==> config.mk <==
export PLATFORM = sky130hd
export DESIGN_NAME = wdk_top
export DESIGN_NICKNAME = d
export VERILOG_FILES = /design/src/rtl/wdk_pkg.sv /design/src/rtl/wdk_regs.sv /design/src/rtl/wdk_loader.sv /design/src/rtl/wdk_counter.sv /design/src/rtl/wdk_top.sv
export SDC_FILE = /design/constraint.sdc
export NUM_CORES = 1
export LEC_CHECK = 0
export ABC_AREA = 1
export BUFFER_PORTS_ARGS = -buffer_cell sky130_fd_sc_hd__buf_2
export CAP_MARGIN = 10
export CORE_MARGIN = 2
export CORE_UTILIZATION = 25
export CTS_BUF_LIST = sky130_fd_sc_hd__clkbuf_4
export DETAILED_ROUTE_END_ITERATION = 16
export HOLD_SLACK_MARGIN = 0.15
export PLACE_DENSITY = 0.47
export SYNTH_ARGS = -nofsm -noshare
export SYNTH_HDL_FRONTEND = slang
export SYNTH_SLANG_ARGS = --single-unit
==> constraint.sdc <==
create_clock -name clk -period 2.9 [get_ports clk]
set_input_delay 0.58 -clock clk [delete_from_list [all_inputs] [get_ports clk]]
set_output_delay 0.58 -clock clk [all_outputs]
set_load 0.02 [all_outputs]
==> src/rtl/wdk_pkg.sv <==
package wdk_pkg;
    localparam int AW = 3;
    localparam int DW = 16;

    localparam logic [AW-1:0] A_CTRL = 3'd0;
    localparam logic [AW-1:0] A_HI   = 3'd1;
    localparam logic [AW-1:0] A_LO   = 3'd2;
    localparam logic [AW-1:0] A_STAT = 3'd3;
    localparam logic [AW-1:0] A_CLR  = 3'd4;
    localparam logic [AW-1:0] A_LOCK = 3'd5;
    localparam logic [AW-1:0] A_CNTH = 3'd6;
    localparam logic [AW-1:0] A_CNTL = 3'd7;

    localparam int CB_EN  = 0;
    localparam int CB_IE  = 1;
    localparam int CB_RE  = 2;
    localparam int CTRL_W = 3;

    typedef enum logic [1:0] {CS_STOP, CS_RUN, CS_HALT} cnt_state_e;
    typedef enum logic {LS_IDLE, LS_BUSY} ld_state_e;
endpackage

==> src/rtl/wdk_regs.sv <==
module wdk_regs
    import wdk_pkg::*;
#(
    parameter logic [DW-1:0] KEY = 16'hE551
) (
    input  logic              clk,
    input  logic              rst_n,
    input  logic              wr_en,
    input  logic [AW-1:0]     addr,
    input  logic [DW-1:0]     wdata,
    input  logic              busy,
    output logic              locked,
    output logic [CTRL_W-1:0] ctrl,
    output logic [DW-1:0]     hi_stage,
    output logic              load_go,
    output logic              clr_go
);
    logic open_wr;
    assign open_wr = wr_en && !locked;
    assign load_go = open_wr && (addr == A_LO) && !busy;
    assign clr_go  = open_wr && (addr == A_CLR) && wdata[0];

    always_ff @(posedge clk or negedge rst_n) begin
        if (!rst_n) begin
            locked   <= 1'b1;
            ctrl     <= '0;
            hi_stage <= '0;
        end else begin
            if (wr_en && addr == A_LOCK)
                locked <= (wdata != KEY);
            if (open_wr && addr == A_CTRL)
                ctrl <= wdata[CTRL_W-1:0];
            if (open_wr && addr == A_HI && !busy)
                hi_stage <= wdata;
        end
    end

    p_locked_ctrl_r3: assert property (@(posedge clk) disable iff (!rst_n)
        (locked && wr_en && addr == A_CTRL) |=> $stable(ctrl));
    p_locked_hi_r3: assert property (@(posedge clk) disable iff (!rst_n)
        (locked && wr_en && addr == A_HI) |=> $stable(hi_stage));
    p_key_opens_r2: assert property (@(posedge clk) disable iff (!rst_n)
        (wr_en && addr == A_LOCK && wdata == KEY) |=> !locked);
    p_other_closes_r2: assert property (@(posedge clk) disable iff (!rst_n)
        (wr_en && addr == A_LOCK && wdata != KEY) |=> locked);
endmodule

==> src/rtl/wdk_loader.sv <==
module wdk_loader
    import wdk_pkg::*;
#(
    parameter int BUSY_CYC = 4
) (
    input  logic clk,
    input  logic rst_n,
    input  logic load_go,
    output logic busy
);
    localparam int BW = (BUSY_CYC > 2) ? $clog2(BUSY_CYC) : 1;

    ld_state_e      state, nstate;
    logic [BW-1:0]  left, nleft;

    always_ff @(posedge clk or negedge rst_n) begin
        if (!rst_n) begin
            state <= LS_IDLE;
            left  <= '0;
        end else begin
            state <= nstate;
            left  <= nleft;
        end
    end

    always_comb begin
        nstate = state;
        nleft  = left;
        unique case (state)
            LS_IDLE: if (load_go) begin
                nstate = LS_BUSY;
                nleft  = BW'(BUSY_CYC - 1);
            end
            LS_BUSY: if (left == '0) nstate = LS_IDLE;
                     else nleft = left - 1'b1;
            default: nstate = LS_IDLE;
        endcase
    end

    assign busy = (state == LS_BUSY);

    logic [7:0] run_len;
    always_ff @(posedge clk or negedge rst_n) begin
        if (!rst_n)    run_len <= '0;
        else if (busy) run_len <= run_len + 8'd1;
        else           run_len <= '0;
    end

    p_busy_len_r5: assert property (@(posedge clk) disable iff (!rst_n)
        $fell(busy) |-> (run_len == 8'(BUSY_CYC)));
    p_go_when_idle_r5: assert property (@(posedge clk) disable iff (!rst_n)
        load_go |-> !busy);
endmodule

==> src/rtl/wdk_counter.sv <==
module wdk_counter
    import wdk_pkg::*;
#(
    parameter int CW = 32
) (
    input  logic          clk,
    input  logic          rst_n,
    input  logic          load_go,
    input  logic [CW-1:0] load_val,
    input  logic          cnt_en,
    input  logic          ie,
    input  logic          re,
    input  logic          clr_go,
    input  logic          busy,
    output logic [CW-1:0] count,
    output logic [CW-1:0] reload,
    output logic          raw,
    output logic          rst_req
);
    cnt_state_e    state, nstate;
    logic [CW-1:0] n_cnt, n_rel;
    logic          n_raw, n_rst, expire;

    always_ff @(posedge clk or negedge rst_n) begin
        if (!rst_n) begin
            state   <= CS_STOP;
            count   <= '0;
            reload  <= '0;
            raw     <= 1'b0;
            rst_req <= 1'b0;
        end else begin
            state   <= nstate;
            count   <= n_cnt;
            reload  <= n_rel;
            raw     <= n_raw;
            rst_req <= n_rst;
        end
    end

    always_comb begin
        nstate = state;
        n_cnt  = count;
        n_rel  = reload;
        n_rst  = 1'b0;
        expire = 1'b0;
        if (load_go) begin
            n_cnt = load_val;
            n_rel = load_val;
            if (state == CS_HALT) nstate = CS_STOP;
        end else begin
            unique case (state)
                CS_STOP: if (cnt_en) nstate = CS_RUN;
                CS_RUN: begin
                    if (!cnt_en) nstate = CS_STOP;
                    else if (!busy) begin
                        if (count == '0) begin
                            expire = 1'b1;
                            if (ie) n_cnt = reload;
                            else begin
                                nstate = CS_HALT;
                                n_rst  = re;
                            end
                        end else begin
                            n_cnt = count - 1'b1;
                        end
                    end
                end
                CS_HALT: nstate = CS_HALT;
                default: nstate = CS_STOP;
            endcase
        end
        n_raw = raw;
        if (clr_go) n_raw = 1'b0;
        if (expire) n_raw = 1'b1;
    end

    p_rst_single_r8: assert property (@(posedge clk) disable iff (!rst_n)
        rst_req |=> !rst_req);
    p_rst_mode_r8: assert property (@(posedge clk) disable iff (!rst_n)
        rst_req |-> (!$past(ie) && $past(re)));
    p_hold_r6: assert property (@(posedge clk) disable iff (!rst_n)
        (!cnt_en && !load_go) |=> $stable(count));
    p_busy_hold_r5: assert property (@(posedge clk) disable iff (!rst_n)
        (busy && !load_go) |=> $stable(count));
    p_reload_r7: assert property (@(posedge clk) disable iff (!rst_n)
        (expire && ie) |=> (count == $past(reload)));
    p_raw_set_r10: assert property (@(posedge clk) disable iff (!rst_n)
        expire |=> raw);
endmodule

==> src/rtl/wdk_top.sv <==
module wdk_top
    import wdk_pkg::*;
#(
    parameter logic [DW-1:0] KEY      = 16'hE551,
    parameter int            BUSY_CYC = 4
) (
    input  logic          clk,
    input  logic          rst_n,
    input  logic          wr_en,
    input  logic [AW-1:0] addr,
    input  logic [DW-1:0] wdata,
    output logic [DW-1:0] rdata,
    output logic          irq,
    output logic          rst_req
);
    localparam int CW = 2 * DW;

    logic              locked, busy, load_go, clr_go, raw;
    logic [CTRL_W-1:0] ctrl;
    logic [DW-1:0]     hi_stage;
    logic [CW-1:0]     count, reload;

    wdk_regs #(.KEY(KEY)) u_regs (
        .clk(clk), .rst_n(rst_n), .wr_en(wr_en), .addr(addr), .wdata(wdata),
        .busy(busy), .locked(locked), .ctrl(ctrl), .hi_stage(hi_stage),
        .load_go(load_go), .clr_go(clr_go)
    );

    wdk_loader #(.BUSY_CYC(BUSY_CYC)) u_loader (
        .clk(clk), .rst_n(rst_n), .load_go(load_go), .busy(busy)
    );

    wdk_counter #(.CW(CW)) u_counter (
        .clk(clk), .rst_n(rst_n), .load_go(load_go),
        .load_val({hi_stage, wdata}), .cnt_en(ctrl[CB_EN]), .ie(ctrl[CB_IE]),
        .re(ctrl[CB_RE]), .clr_go(clr_go), .busy(busy), .count(count),
        .reload(reload), .raw(raw), .rst_req(rst_req)
    );

    assign irq = raw & ctrl[CB_IE];

    always_comb begin
        rdata = '0;
        unique case (addr)
            A_CTRL: rdata[CTRL_W-1:0] = ctrl;
            A_HI:   rdata = hi_stage;
            A_LO:   rdata = reload[DW-1:0];
            A_STAT: rdata[2:0] = {irq, busy, raw};
            A_CLR:  rdata = '0;
            A_LOCK: rdata[0] = locked;
            A_CNTH: rdata = count[CW-1:DW];
            A_CNTL: rdata = count[DW-1:0];
            default: rdata = '0;
        endcase
    end

    p_irq_gate_r9: assert property (@(posedge clk) disable iff (!rst_n)
        (irq |-> raw) and (!ctrl[CB_IE] |-> !irq));
    p_reset_state_r1: assert property (@(posedge clk)
        $rose(rst_n) |-> (locked && !irq && !rst_req && count == '0));
endmodule

==> results_dict.tcl <==
set metrics [dict create \
    drc 0 \
    sequentialPowerShare_pct 39.8 \
    ant_nets 0 \
    vias_per_cell 4.68 \
    die_x_um 155 \
    hpwl_um 13700 \
    syn_area_mm2 0.00569 \
    drt_first_pass_iters 4 \
    cp_slowest_cell "buf_4" \
    cts_setup_buffers 0 \
    pwr-share-clk_pct 12.7 \
    setup_violations 0 \
    rows 55 \
    cts_hold_buf 1 \
    avgSynthCellArea_um2 7.05 \
    ys.warnings.count 0 \
    leakagePower_uw 0.00322 \
    dieHeight_um 155 \
    gp_congestion 0.927 \
    slew_headroom_pct 56.8 \
    p_int_uw 2870 \
    cp-endpoint "rdata[9]" \
    rr_endpoint "u_counter.count[7]$_DFFE_PN0P_" \
    grt_max_degree 39 \
    worst_slew_pin_slew_ns 0.647 \
    fin_nets 877 \
    cp_data_arrival_time_ns 1.77 \
    final_cell_area_mm2 0.00637 \
    crit_top_cell "buf_2" \
    place_area_mm2 0.00623 \
    clockBufferDepth 2 \
    grt_pass1_vias 5257 \
    rsz0062_at_grt "no" \
    maxSlewViolCount 0 \
    powerDensity_mw_per_mm2 894 \
    ios 40 \
    cp_num_buf_inv 4 \
    cp-end-kind "primary output" \
    critical-path-top-delay-family "buffers and inverters" \
    path_cells "buf_2, inv_2, nand3_2, buf_4, o211ai_1, buf_2" \
    crit_fanout 9 \
    cp.required_ns 2.32 \
    area_growth_pct 12.0 \
    cts_tree "yes" \
    comb_power_share_pct 47.5 \
    ir_worst_vdd_uv 273 \
    drive_gt1_share_pct 13.5 \
    dieArea_mm2 0.0240 \
    drtIter0Drc 284 \
    vias 5350 \
    worst-path-stages 6 \
    fmax_mhz 426 \
    cts_resized 0 \
    fin_crit_sh_pct 80.9 \
    initial_utilization_pct 25.3 \
    fin_worst_skew_ns 0.0206 \
    p_switching_uw 2830 \
    grt_util_all_layers_pct 15.9 \
    hp-class "in -> reg" \
    antenna_found_initial 1 \
    yosysUniqueCellTypes 41 \
    port_buffers 39 \
    rrSetupSlack_ns 0.61 \
    grt.overflow.total 0 \
    worstSetupPathType "in -> out" \
    finalHoldViolCount 0 \
    grt_pass1_wl_um 29400 \
    synth_nets 833 \
    fillers 2484 \
    fin_setup_tns_ns 0 \
    cp-start-kind "input port" \
    drt-wirelength-per-cell_um 16.2 \
    sw_frac_of_total_pct 49.6 \
    r2r_start "u_counter.count[0]$_DFFE_PN0P_" \
    min_period_ns 2.35 \
    insertion_delay_ns 0.50 \
    root_buffer "clkbuf_4" \
    postSynthCellCount 808 \
    synthArstFlopShare_pct 100 \
    cpPeakStageDelay_ns 0.27 \
    startpoint "addr[2]" \
    core-area_mm2 0.0225 \
    synth_edf_count 0 \
    synth-seq-area-share_pct 40.0 \
    htree_num_levels 3 \
    cts_inserted_buffers 9 \
    wirelength_um 18500 \
    ys.flop_type "dfrtp_1" \
    clkSlewWorstSetupHoldPaths_ns 0.17 \
    clkSinkCount 91 \
    synth-seq-cells 91 \
    cap_viol_max_count 0 \
    ff2ff_path_depth 11 \
    status "finished, final reports clean" \
]
worst min path at each step:
stage	to	from	slack, ns	cells past startpoint
floorplan	u_counter.count[0]$_DFFE_PN0P_	rst_n	0.28	0
global placement	u_regs.hi_stage[15]$_DFFE_PN0P_	u_regs.hi_stage[15]$_DFFE_PN0P_	0.47	2
detailed placement	u_counter.reload[21]$_DFFE_PN0P_	u_counter.reload[21]$_DFFE_PN0P_	0.48	2
CTS	u_regs.hi_stage[12]$_DFFE_PN0P_	wdata[12]	0.28	2
global route	u_regs.hi_stage[13]$_DFFE_PN0P_	wdata[13]	0.29	3
finish	u_counter.reload[2]$_DFFE_PN0P_	wdata[2]	0.32	3
power by group through the flow:
stage          combinational [uW]  clock (uW)  sequential, uW
4_1_cts                      2710         756            2270
2_1_floorplan                2020           0            2130
6_report                     2710         721            2270
3_5_place_dp                 2700           0            2300
3_3_place_gp                 2700           0            2300
5_1_grt                      3070         799            2340
through the flow:
stage          util [%]  worst slack [ns]  total power (uW)  cells  hold WS [ns]
2_1_floorplan         -             0.865              4150    808         0.284
3_3_place_gp       27.7             0.562              5000   1125         0.470
3_5_place_dp       27.7             0.528              4990   1125         0.478
4_1_cts            28.3             0.529              5740   1142         0.276
5_1_grt            28.3             0.403              6210   1144         0.293
6_report           28.3             0.554              5700   1144         0.322
cells in the final DEF (no fill, tap or decap), types with 3 or more instances in the layout:
cell,synthesis,final
inv_2,5,5
o211ai_1,9,9
a21oi_1,22,22
o221ai_1,5,5
xor2_1,4,4
a22oi_1,16,16
nand2_4,3,3
nor2_1,93,93
inv_6,0,4
o21bai_1,8,8
o21ai_0,45,45
buf_4,4,17
dfrtp_1,90,90
nand4_1,10,10
nand3_1,55,55
a21oi_2,4,4
nand2_2,6,6
xnor2_1,4,4
ha_1,3,3
nor3_2,3,3
nand2_1,262,262
nor2_2,9,9
buf_2,10,38
o21ai_1,10,10
clkbuf_4,0,9
mux2_2,4,4
inv_1,91,91
nor2_4,6,6
state kept, by name (all words and copies together) (netlist names), 2 cells and up:
signal,count
u_counter.state,2
u_loader.left,2
u_regs.ctrl,3
u_counter.reload,32
u_counter.count,32
u_regs.hi_stage,16
tightest hold or removal path, delay by kind of cell:
family,cells,cell delay [ns]
simple gates,2,0.13
buf+inv,1,0.09
metal layers:
metal / part of all wire (%) / track usage [%] / vias up
met1: 48 / 21.2 / 2563
met5: 0 / 0 / -
met3: 2.5 / 2.31 / 17
li1: - / - / 2687
met4: 1.5 / 4.76 / 0
met2: 48 / 26.9 / 83
cells by family after synthesis:
group | Yosys count | synth area share, %
buffers and inverters | 120 | 9.05
AND/OR/NAND/NOR | 456 | 34.8
multiplexers | 4 | 0.791
AO/OA/AOI/OAI | 126 | 13.4
flip-flops | 91 | 40.0
adder cells (fa/ha/maj) | 3 | 0.659
XOR/XNOR | 8 | 1.23
layout make-up:
class,count,area (um^2),share of cell area (%)
Antenna cell,2,5.00,0.0785
Clock buffer,9,67.6,1.06
Clock inverter,7,58.8,0.922
Inverter,96,360,5.65
Multi-Input combinational cell,597,2900,45.5
Sequential cell,91,2280,35.7
Tap cell,285,357,5.59
Timing Repair Buffer,57,348,5.46
synthesized netlist by cell type, types with 6 or more instances:
cell | instances | area [um^2]
a21oi_1 | 22 | 110
a22oi_1 | 16 | 120
buf_2 | 10 | 50.1
dfrtp_1 | 90 | 2250
inv_1 | 91 | 342
nand2_1 | 262 | 983
nand2_2 | 6 | 37.5
nand3_1 | 55 | 275
nand4_1 | 10 | 62.6
nor2_1 | 93 | 349
nor2_2 | 9 | 56.3
nor2_4 | 6 | 67.6
o211ai_1 | 9 | 67.6
o21ai_0 | 45 | 225
o21ai_1 | 10 | 50.1
o21bai_1 | 8 | 60.1
No activity file was read; power rests on OpenSTA's default activity.
